===== src/rtl/kdb_pkg.sv =====
package kdb_pkg;

    localparam int COORD_W = 16;
    localparam int IDX_W   = 32;

    typedef logic [COORD_W-1:0] coord_t;

    typedef struct packed {
        coord_t x;
        coord_t y;
        coord_t z;
    } point_t;

    typedef struct packed {
        logic [IDX_W-1:0] first;
        logic [IDX_W-1:0] last;
        logic [IDX_W-1:0] split;
    } node_t;

    typedef enum logic [1:0] {
        AX_X = 2'd0,
        AX_Y = 2'd1,
        AX_Z = 2'd2
    } axis_t;

    typedef enum logic [3:0] {
        S_IDLE,
        S_NODE,
        S_SUM,
        S_DIVGO,
        S_DIVWAIT,
        S_LEFT,
        S_RIGHT,
        S_CHL,
        S_CHR,
        S_NEXT
    } state_t;

    function automatic coord_t axis_coord(point_t p, axis_t a);
        case (a)
            AX_X:    return p.x;
            AX_Y:    return p.y;
            default: return p.z;
        endcase
    endfunction

    function automatic axis_t axis_next(axis_t a);
        case (a)
            AX_X:    return AX_Y;
            AX_Y:    return AX_Z;
            default: return AX_X;
        endcase
    endfunction

endpackage


===== src/rtl/kdb_ram.sv =====
module kdb_ram #(
    parameter type T     = logic [7:0],
    parameter int  DEPTH = 16,
    parameter int  AW    = (DEPTH > 1) ? $clog2(DEPTH) : 1
) (
    input  logic          clk,
    input  logic          we,
    input  logic [AW-1:0] waddr,
    input  T              wdata,
    input  logic [AW-1:0] raddr_a,
    output T              rdata_a,
    input  logic [AW-1:0] raddr_b,
    output T              rdata_b
);

    T mem [DEPTH];

    always_ff @(posedge clk) begin
        if (we) begin
            mem[waddr] <= wdata;
        end
    end

    assign rdata_a = mem[raddr_a];
    assign rdata_b = mem[raddr_b];

endmodule


===== src/rtl/kdb_div.sv =====
module kdb_div #(
    parameter int NW = 21,
    parameter int DW = 5,
    localparam int KW = $clog2(NW + 1)
) (
    input  logic          clk,
    input  logic          rst,
    input  logic          go,
    input  logic [NW-1:0] num,
    input  logic [DW-1:0] den,
    output logic          done,
    output logic [NW-1:0] quo
);

    logic [DW-1:0] rem;
    logic [DW-1:0] dsr;
    logic [KW-1:0] steps;
    logic          run;
    logic [DW:0]   trial;

    assign trial = {rem, quo[NW-1]};

    always_ff @(posedge clk) begin
        if (rst) begin
            run   <= 1'b0;
            done  <= 1'b0;
            rem   <= '0;
            dsr   <= '0;
            quo   <= '0;
            steps <= '0;
        end else begin
            done <= 1'b0;
            if (go) begin
                quo   <= num;
                rem   <= '0;
                dsr   <= den;
                steps <= KW'(NW);
                run   <= 1'b1;
            end else if (run) begin
                if (trial >= {1'b0, dsr}) begin
                    rem <= DW'(trial - {1'b0, dsr});
                    quo <= {quo[NW-2:0], 1'b1};
                end else begin
                    rem <= trial[DW-1:0];
                    quo <= {quo[NW-2:0], 1'b0};
                end
                steps <= steps - KW'(1);
                if (steps == KW'(1)) begin
                    run  <= 1'b0;
                    done <= 1'b1;
                end
            end
        end
    end

endmodule


===== src/rtl/kdb_builder.sv =====
module kdb_builder
    import kdb_pkg::*;
#(
    parameter int  N_MAX  = 16,
    parameter int  L_MAX  = 3,
    localparam int AW     = (N_MAX > 1) ? $clog2(N_MAX) : 1,
    localparam int CNTW   = $clog2(N_MAX + 1),
    localparam int LW     = (L_MAX > 0) ? $clog2(L_MAX + 1) : 1,
    localparam int NODES  = (1 << (L_MAX + 1)) - 1,
    localparam int NAW    = $clog2(NODES + 1),
    localparam int NDEPTH = 1 << NAW,
    localparam int SW     = COORD_W + CNTW
) (
    input  logic               clk,
    input  logic               rst,
    input  logic               start,
    input  logic [CNTW-1:0]    num_points,
    input  logic [LW-1:0]      num_levels,
    input  logic               ld_we,
    input  logic [AW-1:0]      ld_addr,
    input  logic [COORD_W-1:0] ld_x,
    input  logic [COORD_W-1:0] ld_y,
    input  logic [COORD_W-1:0] ld_z,
    input  logic [AW-1:0]      rd_addr,
    output logic [COORD_W-1:0] rd_x,
    output logic [COORD_W-1:0] rd_y,
    output logic [COORD_W-1:0] rd_z,
    input  logic [NAW-1:0]     nd_addr,
    output logic [IDX_W-1:0]   nd_first,
    output logic [IDX_W-1:0]   nd_last,
    output logic [IDX_W-1:0]   nd_split,
    output logic               done,
    output logic               res_buf
);

    state_t             st;
    logic               sel;
    logic [LW-1:0]      lvl;
    logic [LW-1:0]      lv_reg;
    axis_t              ax;
    logic [NAW-1:0]     idx;
    logic [NAW-1:0]     lvl_end;
    logic [IDX_W-1:0]   ptr;
    logic [IDX_W-1:0]   wr;
    logic [IDX_W-1:0]   wr_base;
    logic [IDX_W-1:0]   wr_mid;
    logic [IDX_W-1:0]   cur_first;
    logic [IDX_W-1:0]   cur_last;
    logic [IDX_W-1:0]   cur_cnt;
    logic [SW-1:0]      acc;
    coord_t             split;
    logic [CNTW-1:0]    n_reg;

    logic [CNTW-1:0]    n_eff;
    logic [LW-1:0]      l_eff;

    point_t             buf_rd_a [2];
    point_t             buf_rd_b [2];
    point_t             src_pt;
    coord_t             src_c;
    point_t             ld_pt;
    logic               eng_we;

    node_t              node_a;
    node_t              node_b;
    node_t              nm_wd;
    logic               nm_we;
    logic [NAW-1:0]     nm_wa;
    logic [NAW-1:0]     child_l;
    logic [NAW-1:0]     child_r;
    logic [IDX_W-1:0]   node_cnt;
    logic               lvl_fin;

    logic               div_go;
    logic               div_done;
    logic [SW-1:0]      div_quo;
    logic [CNTW-1:0]    div_den;

    // Input limits
    assign n_eff = (num_points > CNTW'(N_MAX)) ? CNTW'(N_MAX) : num_points;
    assign l_eff = (num_levels > LW'(L_MAX))   ? LW'(L_MAX)   : num_levels;

    // Source point and sweep decision
    assign ld_pt  = '{x: ld_x, y: ld_y, z: ld_z};
    assign src_pt = sel ? buf_rd_a[1] : buf_rd_a[0];
    assign src_c  = axis_coord(src_pt, ax);
    assign eng_we = ((st == S_LEFT)  && (src_c <  split)) ||
                    ((st == S_RIGHT) && (src_c >= split));

    // Ping-pong point buffers
    for (genvar g = 0; g < 2; g++) begin : g_buf
        localparam logic BUF_ID = 1'(g);
        logic          eng_here;
        logic          ld_here;
        logic          we_g;
        logic [AW-1:0] wa_g;
        point_t        wd_g;

        assign eng_here = eng_we && (sel != BUF_ID);
        assign ld_here  = (BUF_ID == 1'b0) && (st == S_IDLE) && ld_we;
        assign we_g     = eng_here || ld_here;
        assign wa_g     = eng_here ? wr[AW-1:0] : ld_addr;
        assign wd_g     = eng_here ? src_pt : ld_pt;

        kdb_ram #(
            .T     (point_t),
            .DEPTH (N_MAX),
            .AW    (AW)
        ) u_pts (
            .clk     (clk),
            .we      (we_g),
            .waddr   (wa_g),
            .wdata   (wd_g),
            .raddr_a (ptr[AW-1:0]),
            .rdata_a (buf_rd_a[g]),
            .raddr_b (rd_addr),
            .rdata_b (buf_rd_b[g])
        );
    end

    assign rd_x = res_buf ? buf_rd_b[1].x : buf_rd_b[0].x;
    assign rd_y = res_buf ? buf_rd_b[1].y : buf_rd_b[0].y;
    assign rd_z = res_buf ? buf_rd_b[1].z : buf_rd_b[0].z;

    // Node heap
    assign child_l  = (idx << 1) + NAW'(1);
    assign child_r  = (idx << 1) + NAW'(2);
    assign node_cnt = node_a.last - node_a.first + IDX_W'(1);
    assign cur_cnt  = cur_last - cur_first + IDX_W'(1);
    assign lvl_fin  = (st == S_NEXT) && (idx == lvl_end);

    always_comb begin
        nm_we = 1'b0;
        nm_wa = idx;
        nm_wd = node_a;
        case (st)
            S_IDLE: begin
                if (start) begin
                    nm_we = 1'b1;
                    nm_wa = '0;
                    nm_wd = '{first: '0, last: IDX_W'(n_eff) - IDX_W'(1), split: '0};
                end
            end
            S_DIVWAIT: begin
                if (div_done) begin
                    nm_we = 1'b1;
                    nm_wd = '{first: node_a.first, last: node_a.last,
                              split: IDX_W'(div_quo[COORD_W-1:0])};
                end
            end
            S_CHL: begin
                nm_we = 1'b1;
                nm_wa = child_l;
                nm_wd = '{first: wr_base, last: wr_mid - IDX_W'(1), split: '0};
            end
            S_CHR: begin
                nm_we = 1'b1;
                nm_wa = child_r;
                nm_wd = '{first: wr_mid, last: wr - IDX_W'(1), split: '0};
            end
            default: ;
        endcase
    end

    kdb_ram #(
        .T     (node_t),
        .DEPTH (NDEPTH),
        .AW    (NAW)
    ) u_nodes (
        .clk     (clk),
        .we      (nm_we),
        .waddr   (nm_wa),
        .wdata   (nm_wd),
        .raddr_a (idx),
        .rdata_a (node_a),
        .raddr_b (nd_addr),
        .rdata_b (node_b)
    );

    assign nd_first = node_b.first;
    assign nd_last  = node_b.last;
    assign nd_split = node_b.split;

    // Mean divider
    assign div_go  = (st == S_DIVGO);
    assign div_den = cur_cnt[CNTW-1:0];

    kdb_div #(
        .NW (SW),
        .DW (CNTW)
    ) u_div (
        .clk  (clk),
        .rst  (rst),
        .go   (div_go),
        .num  (acc),
        .den  (div_den),
        .done (div_done),
        .quo  (div_quo)
    );

    // Level and node sequencer
    always_ff @(posedge clk) begin
        if (rst) begin
            st        <= S_IDLE;
            sel       <= 1'b0;
            lvl       <= '0;
            lv_reg    <= '0;
            ax        <= AX_X;
            idx       <= '0;
            lvl_end   <= '0;
            ptr       <= '0;
            wr        <= '0;
            wr_base   <= '0;
            wr_mid    <= '0;
            cur_first <= '0;
            cur_last  <= '0;
            acc       <= '0;
            split     <= '0;
            n_reg     <= '0;
            done      <= 1'b0;
            res_buf   <= 1'b0;
        end else begin
            done <= 1'b0;
            case (st)
                S_IDLE: begin
                    if (start) begin
                        n_reg   <= n_eff;
                        lv_reg  <= l_eff;
                        sel     <= 1'b0;
                        lvl     <= '0;
                        ax      <= AX_X;
                        idx     <= '0;
                        lvl_end <= '0;
                        wr      <= '0;
                        if (l_eff == '0) begin
                            done    <= 1'b1;
                            res_buf <= 1'b0;
                        end else begin
                            st <= S_NODE;
                        end
                    end
                end
                S_NODE: begin
                    cur_first <= node_a.first;
                    cur_last  <= node_a.last;
                    wr_base   <= wr;
                    if (node_cnt == '0) begin
                        wr_mid <= wr;
                        st     <= S_CHL;
                    end else begin
                        ptr <= node_a.first;
                        acc <= '0;
                        st  <= S_SUM;
                    end
                end
                S_SUM: begin
                    acc <= acc + SW'(src_c);
                    if (ptr == cur_last) begin
                        st <= S_DIVGO;
                    end else begin
                        ptr <= ptr + IDX_W'(1);
                    end
                end
                S_DIVGO: begin
                    st <= S_DIVWAIT;
                end
                S_DIVWAIT: begin
                    if (div_done) begin
                        split <= div_quo[COORD_W-1:0];
                        ptr   <= cur_first;
                        st    <= S_LEFT;
                    end
                end
                S_LEFT: begin
                    wr <= wr + IDX_W'(eng_we);
                    if (ptr == cur_last) begin
                        ptr    <= cur_first;
                        wr_mid <= wr + IDX_W'(eng_we);
                        st     <= S_RIGHT;
                    end else begin
                        ptr <= ptr + IDX_W'(1);
                    end
                end
                S_RIGHT: begin
                    wr <= wr + IDX_W'(eng_we);
                    if (ptr == cur_last) begin
                        st <= S_CHL;
                    end else begin
                        ptr <= ptr + IDX_W'(1);
                    end
                end
                S_CHL: begin
                    st <= S_CHR;
                end
                S_CHR: begin
                    st <= S_NEXT;
                end
                S_NEXT: begin
                    if (lvl_fin) begin
                        sel <= ~sel;
                        if (lvl + LW'(1) == lv_reg) begin
                            done    <= 1'b1;
                            res_buf <= ~sel;
                            st      <= S_IDLE;
                        end else begin
                            lvl     <= lvl + LW'(1);
                            ax      <= axis_next(ax);
                            wr      <= '0;
                            idx     <= idx + NAW'(1);
                            lvl_end <= (lvl_end << 1) + NAW'(2);
                            st      <= S_NODE;
                        end
                    end else begin
                        idx <= idx + NAW'(1);
                        st  <= S_NODE;
                    end
                end
                default: st <= S_IDLE;
            endcase
        end
    end

    logic unused_bits;
    assign unused_bits = ^{node_a.split, div_quo[SW-1:COORD_W],
                           ptr[IDX_W-1:AW], wr[IDX_W-1:AW],
                           cur_cnt[IDX_W-1:CNTW]};

endmodule


===== config.mk =====
export PLATFORM = sky130hd
export DESIGN_NAME = kdb_builder
export DESIGN_NICKNAME = d
export VERILOG_FILES = /design/src/rtl/kdb_pkg.sv /design/src/rtl/kdb_ram.sv /design/src/rtl/kdb_div.sv /design/src/rtl/kdb_builder.sv
export SDC_FILE = /design/constraint.sdc
export NUM_CORES = 2
export LEC_CHECK = 0
export BUFFER_PORTS_ARGS = -buffer_cell sky130_fd_sc_hd__buf_2
export CAP_MARGIN = 15
export CORE_MARGIN = 10
export CORE_UTILIZATION = 55
export DETAILED_ROUTE_END_ITERATION = 10
export PLACE_DENSITY = 0.74
export SYNTH_ARGS = -nofsm -noshare
export SYNTH_HDL_FRONTEND = slang
export SYNTH_HIERARCHICAL = 1
export SYNTH_SLANG_ARGS = --single-unit

===== constraint.sdc =====
create_clock -name clk -period 10.55 [get_ports clk]
set_input_delay 2.11 -clock clk [delete_from_list [all_inputs] [get_ports clk]]
set_output_delay 2.11 -clock clk [all_outputs]
set_load 0.01 [all_outputs]

* Yosys cells after proc, flatten, opt, wreduce, memory -nomap -nowiden
Memory sizes are Yosys's and may differ from the RTL's. A register that Yosys moved wholly into a read port is not among the register bits.
Cells that the tools add are included.
** Word-level totals
- Memories :: 3
- Flip-flop bits (word level) :: 288
- Memory bits (writable) :: 3072
- Output and inout port bits :: 146
- Input bits :: 71
- Word-level logic and storage cells :: 206
** Memories
- u_nodes.mem :: depth 16, width 96, rd ports 2, clocked after memory_dff 1, write ports 1, RTL line kdb_ram.sv:16 : T mem [DEPTH];
- g_buf[0].u_pts.mem :: depth 16, width 48, rd ports 2, clocked after memory_dff 1, write ports 1, RTL line kdb_ram.sv:16
- g_buf[1].u_pts.mem :: depth 16, width 48, rd ports 2, clocked after memory_dff 1, write ports 1, RTL line kdb_ram.sv:16
** Operators by class
- $add $sub $neg :: 17
- Reductions and logical operators :: 34
- Bitwise logic cells :: 2
- Order comparisons :: 5
- Mux-type cells :: 93
- Eq/ne operators :: 28
** Operator list (number)
- 96-bit case mux with 4 select lines :: 1
- 32-bit 2-to-1 mux :: 10
- 48-bit 2-to-1 mux :: 3
- 32-bit case mux with 4 select lines :: 1
- 96-bit 2-to-1 mux :: 1
- 32-bit case mux with 3 select lines :: 1
- 4-bit 2-to-1 mux :: 21
- 32-bit by 1-bit adder with 32-bit output, second input constant :: 2
- 32-bit case mux with 2 select lines :: 1
- 32-bit by 1-bit subtractor with 32-bit output, second input constant :: 2
- 21-bit 2-to-1 mux :: 3
- 16-bit 2-to-1 mux :: 3
- 21-bit case mux with 2 select lines :: 1
- 4-bit case mux with 10 select lines :: 1
- 32-bit by 1-bit adder with 32-bit output :: 1
- 32-bit == test :: 1
- 32-bit zero test :: 1
- 16-bit case mux with 2 select lines :: 1
- 32-bit subtractor :: 1
- 1-bit 2-to-1 mux :: 24
- 21-bit by 16-bit adder with 21-bit output :: 1
- 5-bit 2-to-1 mux :: 4
- 4-bit by 3-bit == test with 1-bit output, second input constant :: 4
- 16-bit >= comparator :: 1
- 43 further kinds :: 89

* Logic depth before layout (Yosys ltp)
- Depth in word-level cells :: 9
- Depth in mapped cells :: 32
- Mapped depth without buffers :: 29

* Hierarchy
The synthesis kept the hierarchy.
** By module, submodules not included
- kdb_ram (u_nodes) :: cells an instance 3169, sequential area each 46124.2 sq um, area each 68583.3 sq um, instances 1
- kdb_ram (g_buf[0].u_pts ...) :: cells an instance 1597, sequential area each 23062.1 sq um, area each 34270.4 sq um, instances 2
- kdb_builder :: cells an instance 2748, sequential area each 4984.8 sq um, area each 20718.6 sq um, instances 1
- kdb_div :: cells an instance 220, sequential area each 760.7 sq um, area each 1874.3 sq um, instances 1

* Worst setup path before layout
No wires, ideal clock.
- Kind :: input port to flip-flop
- From :: in start
- To :: mem u_nodes/mem[0][0] in the netlist's numbering (enable)
- Buffers on the path :: 3
- Setup slack :: -406 ps
- Required time :: 9882 ps
- Setup time :: 668 ps
- Stages :: 9
- Arrival :: 10288 ps
- Cells stage by stage :: clkbuf_1 > o21ai_0 > and2_1 > clkbuf_1 > clkbuf_1 > a222oi_1 > inv_1 > or3b_2 > nor3_1
** On the way
- Elaborated cells between the ends (all ways) :: 6
- Those cells by class :: 6 x mux
** RTL lines
- from (decl) :: RTL line kdb_builder.sv:16 : input logic start,
- 4-bit 2-to-1 mux
- 4-bit case mux with 3 select lines :: RTL line kdb_builder.sv:136 : case (st)
- via nm_wa[2] :: RTL line kdb_builder.sv:68 : logic [NAW-1:0] nm_wa;
- to (decl) :: RTL line kdb_ram.sv:16
The timed path passes the listed nets, and every way through them passes these cells.

==> summary.txt <==
Timing
  – Actual slew at the worst max-slew pin: 1.289 ns
  – # setup viols final: 0
  – Peak Freq: 0.1157 GHz
  – Slew headroom: 14.04%
  – Setup TNS: 0 ns
  – Final period util: 81.94%
  – RSZ-0062 raised after global routing: false
  – Final slew viol count: 0
  – Crit path time final: between 8 and 9 ns
  – Final hold viol count: 0
  – Clk_skew: between 0.05 and 0.06 ns

Drt
  – Routed WL per cell: 34.59 um
  – Vias per inst: around 7.2
  – Met3 wire length: 61170 um
  – Routed wire length: around 470000 um
  – Top layer in use: met5
  – DR DRC count: 0
  – Antenna Nets Post-Route: 0
  – Drt pass-1 iters: 7
  – DR WL met2: 219400 um
  – Vias: a little under 100k
  – Metal-1 WL: 164500 um
  – DRT iter0 DRCs: roughly 14000

Critical path
  – Worst path cell trace: buf_12, buf_12, mux4_2, a22oi_1, nand2_1, mux2_2, mux2i_1, o21ai_0, ha_1, a21o_1, a21o_1, a21o_1, a211o_1, o221ai_1, a21oi_1, o32a_1, nor3b_2, mux2_2, or3b_2, nor2_4, buf_4
  – CP Data Required Time: 11.09 ns
  – Crit Path Class: flop to flop
  – CP Buf/Inv Count: 3
  – Crit path capture type: flop
  – Slowest Stage Delay on Critical Path: 0.88 ns
  – Slowest-stage cell, CP: dfxtp_4
  – CP delay by family, top: compound AO/OA/AOI/OAI gates
  – Most used cell along the critical path: a21o_1
  – Startpoint types: flop
  – CP max FO: 36
  – WP data arrival: 9.18 ns

Logic synthesis
  – Syn_nets: 9519
  – Main synth FF type: edfxtp_1
  – Most frequent cells after synthesis: edfxtp_1, mux4_2, nand2_1
  – Async S/R FF share, synth: 0%
  – Post-synthesis cell area: 0.1597 mm^2
  – Register area share after synthesis: slightly above 60%
  – Distinct cells, synth: 87
  – Synth top area share: 57.76%
  – Top-count cell post-synth: edfxtp_1
  – Synth top area cells: edfxtp_1, mux4_2, a22oi_1, dfxtp_1, nand2_1
  – Number of synthesized flops with an enable pin: 3072
  – Seq cells post-synth: 3359
  – Yosys warns: 6
  – Mapped Avg Cell Area: 17.12 um^2
  – Gate Count Post-Synth: between 9000 and 10000
  – Area leader, netlist: edfxtp_1

Clock tree
  – Clock Latency Late Sink: around 0.95 ns
  – Post-CTS Repair Setup Buffers: 0
  – Clock-pin slew on the worst setup and hold paths: 0.06 ns
  – CTS Sinks: around 3400
  – Maximum clock path buffer count: 4
  – Inserted Clock Buffers: 350
  – Post-cts resize count: 0
  – Clock root cell: clkbuf_16
  – Number of H-tree levels: 5
  – CTS tree: built
  – # hold bufs at CTS: 0

Die
  – Die area: 0.3123 mm^2
  – Die Wd: 558.9 um
  – IO Count: 217
  – Row cnt: 197
  – Die H: roughly 560 um
  – Initial Util: 55.34%
  – Core ar.: 0.2886 mm^2

Power and ir drop
  – Max rail drop VDD: approximately 0.18 mV
  – Leakage: 55.73 nW
  – PwrDens: 214.2 mW/mm^2
  – Power Total: 37.88 mW

Global route
  – Antenna violations before repair: 36
  – First-pass GRT wire length: between 600000 and 700000 um
  – Vias in the first global route: 100600
  – Largest net degree at the start of global routing: 100
  – Global route overflow: 0
  – Total GRT Usage: approximately 30%

Worst hold path
  – Worst hold path type: flop to flop

Final layout
  – Fillers: 20080
  – Layout cells sized above 1: 29.67%
  – Nets@finish: 9632
  – Area growth from synthesis to layout: 10.69%
  – Post-route cell area: roughly 0.18 mm^2
  – Top flop regs: g_buf.u_pts/mem: 1536 flops, u_nodes/mem: 1536 flops

Flow run
  – Max-cap viol count: 0

Placed design
  – GP Congestion: 0.9457
  – PortBufs: 216
  – DP HPWL: 282000 um
  – Placed cell areas: 0.1654 mm^2

Outcome
  – Outcome: completed
[area by class of cell]
| cell class | instances | area (um^2) | share of cell area [%] |
|---|---|---|---|
| Multi-Input combinational cell | 5107 | 58290 | 32.97 |
| Tap cell | 3880 | 4855 | 2.746 |
| Antenna cell | 21 | 52.55 | 0.02972 |
| Clock inverter | 190 | 2062 | 1.166 |
| Clock buffer | 449 | 9285 | 5.252 |
| Timing Repair Buffer | 487 | 3716 | 2.102 |
| Sequential cell | 3359 | 98020 | 55.44 |
| Inverter | 139 | 521.8 | 0.2951 |
[cells by family (layout without fill, tap and decap cells)]
logic type | Yosys count | in the layout | share of synthesized area [%]
and+or+nand+nor | 1529 | 1529 | 4.203
muxes | 1811 | 1811 | 23.54
AOI/OAI and AO/OA | 1507 | 1507 | 6.659
buffers and inverters | 865 | 1265 | 2.525
DFF | 3359 | 3359 | 61.35
adders and majority gates | 117 | 117 | 0.9354
other | 0 | 21 | 0
xor gates and xnor gates | 143 | 143 | 0.7842
[power breakdown]
part	internal [mW]	switching, mW
clock	7.09	5.24
combinational	3.48	6.06
sequential	15.7	0.347
total	26.2	11.6
[tightest hold or removal path, cell delays in order (launching register included)]
cell	delay (ns)
dfxtp_1	0.31
nand2_1	0.05
a21oi_1	0.05
[worst paths after layout]
check                                   end  cells past startpoint  slack, ns    startpoint
hold / removal                 cur_first[5]                      2       0.45  cur_first[5]
setup / recovery  g_buf[0].u_pts/mem[2][14]                     21       1.91        ptr[0]
hold reg to reg                cur_first[5]                      2       0.45  cur_first[5]
setup reg to reg  g_buf[0].u_pts/mem[2][14]                     21       1.91        ptr[0]
[metal layers]
layer / vias to the layer above / track usage [%]
met1: 50640 / 39.97
met2: 7024 / 45.86
met3: 1403 / 7.455
met4: 18 / 14.32
li1: 39090 / -
met5: - / 0
[layout by cell type (no fill, tap or decap), types with 211 or more instances in the layout]
cell	n
edfxtp_1	3072
mux4_2	1536
nand2_1	825
a22oi_1	795
clkbuf_16	354
dfxtp_1	281
nor2_1	259
a21oi_1	259
buf_4	227
buf_2	211
[stage by stage]
step	util [%]	hold slack, ns	worst slack [ns]	std cells
floorplan	-	0.4357	0.9626	9331
global placement	57.30	0.4419	2.060	12970
detailed placement	57.30	0.4475	2.010	12970
CTS	61.23	0.4560	1.990	13610
global route	61.24	0.4723	1.584	13620
finish	61.25	0.4548	1.905	13630
No activity file was read; power rests on OpenSTA's default activity.
